## config.mk

```make
export PLATFORM = sky130hd
export DESIGN_NAME = bit_field_cond_unit
export DESIGN_NICKNAME = d
export VERILOG_FILES = /design/src/rtl/bfc_pkg.sv /design/src/rtl/bfc_mask_gen.sv /design/src/rtl/bfc_field.sv /design/src/rtl/bfc_lead_count.sv /design/src/rtl/bfc_cond_move.sv /design/src/rtl/bit_field_cond_unit.sv
export SDC_FILE = /design/constraint.sdc
export NUM_CORES = 1
export LEC_CHECK = 0
export BUFFER_PORTS_ARGS = -buffer_cell sky130_fd_sc_hd__buf_4
export CORE_AREA = 4 4 182 202
export DETAILED_ROUTE_END_ITERATION = 10
export DIE_AREA = 0 0 186 206
export PLACE_DENSITY = 0.53
export SYNTH_ARGS = -nofsm -noshare
export SYNTH_HDL_FRONTEND = slang
export SYNTH_HIERARCHICAL = 1
export SYNTH_SLANG_ARGS = --single-unit
export TNS_END_PERCENT = 50
```

## constraint.sdc

```tcl
create_clock -name vclk -period 12.27
set_clock_uncertainty 0.2 [all_clocks]
set_input_delay 2.454 -clock vclk [all_inputs]
set_output_delay 2.454 -clock vclk [all_outputs]
set_load 0.05 [all_outputs]
```

## src/rtl/bfc_pkg.sv

```systemverilog
package bfc_pkg;
  localparam int OP_W = 3;

  typedef enum logic [OP_W-1:0] {
    OP_EXT  = 3'd0,
    OP_INS  = 3'd1,
    OP_MOVN = 3'd2,
    OP_MOVZ = 3'd3,
    OP_CLO  = 3'd4,
    OP_CLZ  = 3'd5
  } bfc_op_e;
endpackage

```

## src/rtl/bfc_mask_gen.sv

```systemverilog
module bfc_mask_gen #(
  parameter int DATA_W = 32,
  localparam int SIZE_W = $clog2(DATA_W + 1)
) (
  input  logic [SIZE_W-1:0] size_i,
  output logic [DATA_W-1:0] mask_o
);
  logic [DATA_W:0] wide;

  // one extra bit so a full-width size yields all ones
  always_comb begin
    wide   = ({{DATA_W{1'b0}}, 1'b1} << size_i) - {{DATA_W{1'b0}}, 1'b1};
    mask_o = wide[DATA_W-1:0];
  end
endmodule

```

## src/rtl/bfc_field.sv

```systemverilog
module bfc_field #(
  parameter int DATA_W = 32,
  localparam int POS_W  = $clog2(DATA_W),
  localparam int SIZE_W = $clog2(DATA_W + 1),
  localparam int SUM_W  = SIZE_W + 1
) (
  input  logic              ins_sel_i,
  input  logic [DATA_W-1:0] src_i,
  input  logic [DATA_W-1:0] dst_i,
  input  logic [POS_W-1:0]  pos_i,
  input  logic [SIZE_W-1:0] size_i,
  output logic [DATA_W-1:0] res_o,
  output logic              legal_o
);
  logic [DATA_W-1:0] mask;
  logic [DATA_W-1:0] place_mask;
  logic [DATA_W-1:0] ext_val;
  logic [DATA_W-1:0] ins_val;
  logic [SUM_W-1:0]  end_bit;

  bfc_mask_gen #(.DATA_W(DATA_W)) u_mask (
    .size_i (size_i),
    .mask_o (mask)
  );

  always_comb begin
    end_bit    = SUM_W'(size_i) + SUM_W'(pos_i);
    legal_o    = (size_i != '0) && (end_bit <= SUM_W'(DATA_W));
    place_mask = mask << pos_i;
    ext_val    = (src_i >> pos_i) & mask;
    ins_val    = (dst_i & ~place_mask) | ((src_i & mask) << pos_i);
    res_o      = ins_sel_i ? ins_val : ext_val;
  end
endmodule

```

## src/rtl/bfc_lead_count.sv

```systemverilog
module bfc_lead_count #(
  parameter int DATA_W = 32,
  localparam int CNT_W = $clog2(DATA_W + 1)
) (
  input  logic              ones_sel_i,
  input  logic [DATA_W-1:0] src_i,
  output logic [CNT_W-1:0]  cnt_o
);
  logic [DATA_W-1:0] scan;

  // counting ones == counting zeros of the complement
  always_comb begin
    scan  = ones_sel_i ? ~src_i : src_i;
    cnt_o = CNT_W'(DATA_W);
    for (int i = 0; i < DATA_W; i++) begin
      if (scan[i]) cnt_o = CNT_W'(DATA_W - 1 - i);
    end
  end
endmodule

```

## src/rtl/bfc_cond_move.sv

```systemverilog
module bfc_cond_move #(
  parameter int DATA_W = 32
) (
  input  logic              on_zero_i,
  input  logic [DATA_W-1:0] cond_i,
  output logic              take_o
);
  logic is_zero;

  always_comb begin
    is_zero = (cond_i == '0);
    take_o  = on_zero_i ? is_zero : ~is_zero;
  end
endmodule

```

## src/rtl/bit_field_cond_unit.sv

```systemverilog
module bit_field_cond_unit
  import bfc_pkg::*;
#(
  parameter int DATA_W = 32,
  localparam int POS_W  = $clog2(DATA_W),
  localparam int SIZE_W = $clog2(DATA_W + 1)
) (
  input  logic [OP_W-1:0]   op_i,
  input  logic [DATA_W-1:0] src_a_i,
  input  logic [DATA_W-1:0] src_b_i,
  input  logic [DATA_W-1:0] dst_old_i,
  input  logic [POS_W-1:0]  pos_i,
  input  logic [SIZE_W-1:0] size_i,
  output logic [DATA_W-1:0] res_o,
  output logic              wr_en_o,
  output logic              err_o
);
  logic [DATA_W-1:0] field_res;
  logic              field_legal;
  logic [SIZE_W-1:0] lead_cnt;
  logic              move_take;

  bfc_field #(.DATA_W(DATA_W)) u_field (
    .ins_sel_i (op_i == OP_INS),
    .src_i     (src_a_i),
    .dst_i     (dst_old_i),
    .pos_i     (pos_i),
    .size_i    (size_i),
    .res_o     (field_res),
    .legal_o   (field_legal)
  );

  bfc_lead_count #(.DATA_W(DATA_W)) u_lead (
    .ones_sel_i (op_i == OP_CLO),
    .src_i      (src_a_i),
    .cnt_o      (lead_cnt)
  );

  bfc_cond_move #(.DATA_W(DATA_W)) u_move (
    .on_zero_i (op_i == OP_MOVZ),
    .cond_i    (src_b_i),
    .take_o    (move_take)
  );

  always_comb begin
    res_o   = dst_old_i;
    wr_en_o = 1'b0;
    err_o   = 1'b0;
    case (op_i)
      OP_EXT, OP_INS: begin
        if (field_legal) begin
          res_o   = field_res;
          wr_en_o = 1'b1;
        end else begin
          err_o = 1'b1;
        end
      end
      OP_MOVN, OP_MOVZ: begin
        if (move_take) begin
          res_o   = src_a_i;
          wr_en_o = 1'b1;
        end
      end
      OP_CLO, OP_CLZ: begin
        res_o   = DATA_W'(lead_cnt);
        wr_en_o = 1'b1;
      end
      default: err_o = 1'b1;
    endcase
  end
endmodule

```

==> impl_results.md <==
* Status: completed
* Final Cycle Share at 0.8326
* F_max at 0.09789 GHz
* Final core utilization at 0.2810
* Share of the synthesized area in the top cell type at 0.1837
* CP Launch Type: input pin
* PostCTS Resize Cnt at 0
* Global route overflow at 0
* Post-synth net total at 1283
* Vias at 11320
* Area growth syn-to-layout at 13.85%
* Post-synthesis sequential area ratio at 0
* Hold Path Class: in2out
* Rel. slew slack at 0.1676
* Die width at between 150 and 200 um
* Grt peak-use layer: met2
* First-pass DRT Iterations at 8
* RSZ-0062 raised after global routing: false
* WL/cell at 31.65 um
* Synth Warn # at 6
* Vias per cell at 6.813
* CTS Hold Bufs at 0
* Global-route wire length before repair at ~75 mm
* Layout cells sized above 1 at 0.2385
* Worst Setup EP: res_o[29]
* Initial antenna violation count at 1
* DRC at 0
* Worst-path fanout max at 26
* Final setup violation count at 0
* Die Footprint at 38320 um^2
* Syn_area_per_cell at between 7 and 8 um^2
* Synth cell types at 92
* Largest net degree at the start of global routing at 74
* Final HPWL DP at 38.17 mm
* Final hold violations at 0
* CP Data Arrival Time at 7.56 ns
* GP Congestion at about 1.1
* Total routed wirelength at between 50 and 60 mm
* Final layout net count at 1339
* WS Path Type: in2out
* Worst Max-Slew Pin Slew at 1.246 ns
* Core area at 34770 um^2
* Max incr delay on CP at 0.86 ns
* Mapped Cells at 1162
* Vias in the first global route at 10630
* CP Data Required Time at just under 10 ns
* Area leader, netlist: mux4_2
* Die Ht at around 210 um
* Cell Rows at 72
* Post-CTS Setup Inserts at 0
* Port Buffers at 144
* GRT Overall Usage at 0.2602
* M1 GR Usage at 0.3539
* Final min period at 10.22 ns
* Register Area at 0 um^2
* Clock buf count at 0
* Largest cells by area after synthesis: mux4_2 18%, mux2i_1 9.1%, nand2_1 6.1%
* Worst setup path start: size_i[5]
* DRT antenna net count at 0
* Initial Utilization at 0.2468
* DRT iter0 DRCs at 1632
* Fillers at a little under 4000
* Slowest CP cell: o21ai_0
* Synth top cells by count: 140 x nand2_1, 78 x mux2i_1, 78 x nor2_1
* Most common cell in the synthesized netlist: nand2_1
* Final TNS setup at 0 ns
* Max Slew Vio Count at 0
* FFs & Latches at 0
* GR met2 Demand/Resource at 0.3985
* Worst path cell trace: buf_4 > nor4_2 > nand2_1 > ha_1 > nor2_1 > a21oi_1 > o21ai_0 > nand2_1 > mux4_2 > o22ai_1 > a311oi_1 > a31oi_1 > o211a_1 > a22oi_1 > o2bb2ai_1 > buf_4
* GR Layer Usage met3 at 0.04559
* Crit end category: output port
* Total of max-cap violations at 0
* Cell area after synthesis at 8583 um^2
* Count of boundary I/O pins at 144
[worst min path at each step]
stage	startpoint	endpoint	slack (ns)	cells past startpoint
6_report	dst_old_i[7]	res_o[7]	5.09	3
5_1_grt	dst_old_i[7]	res_o[7]	5.11	3
4_1_cts	dst_old_i[7]	res_o[7]	5.10	3
3_5_place_dp	dst_old_i[7]	res_o[7]	5.10	3
3_3_place_gp	dst_old_i[15]	res_o[15]	5.09	3
2_1_floorplan	dst_old_i[10]	res_o[10]	5.07	1
[cell families (layout without fill, tap and decap cells)]
| kind of cell | count (synthesis) | in the layout | share of synthesized area |
|---|---|---|---|
| AO/OA/AOI/OAI | 398 | 398 | 0.3271 |
| XOR/XNOR | 10 | 10 | 0.01020 |
| adder cells (fa/ha/maj) | 11 | 11 | 0.01691 |
| buffers and inverters | 140 | 194 | 0.08382 |
| multiplexers | 172 | 172 | 0.3064 |
| other | 0 | 1 | 0 |
| AND/OR/NAND/NOR | 431 | 431 | 0.2555 |
[metal layers]
layer  share of wire  vias up
li1                -     4692
met1            0.39     5471
met2            0.42      951
met3            0.12      202
met4           0.067        0
met5               0        -
[critical path, delay by kind of cell]
family          cells  cell delay (ns)
compound gates      8             2.16
fa+ha+maj           1             0.57
buf+inv             2             0.43
mux                 1             0.57
simple gates        4             1.38
[area by class of cell]
cell class / instances / area, um^2 / area share
Multi-Input combinational cell: 1022 / 7869 / 0.8053
Inverter: 30 / 112.6 / 0.01152
Tap cell: 444 / 555.5 / 0.05685
Antenna cell: 1 / 2.502 / 0.0002561
Timing Repair Buffer: 164 / 1232 / 0.1261
[layout by cell type (no fill, tap or decap), types with 23 or more instances in the layout]
master and count:
a21oi_1 66, a22oi_1 31, and2_1 24, buf_4 162
inv_1 26, mux2_2 23, mux2i_1 78, mux4_2 70
nand2_1 140, nand3_1 48, nor2_1 78, o21ai_0 55
o2bb2ai_1 35
[through the flow]
step | cell area (um^2) | instances | setup slack, ns | hold slack (ns)
final | 9772 | 1661 | 2.054 | 5.093
after global routing | 9769 | 1660 | 1.857 | 5.113
after CTS | 9764 | 1659 | 2.306 | 5.096
after detailed placement | 9764 | 1659 | 2.311 | 5.097
after global placement | 9764 | 1659 | 2.346 | 5.093
after floorplan | 8583 | 1162 | 3.045 | 5.070
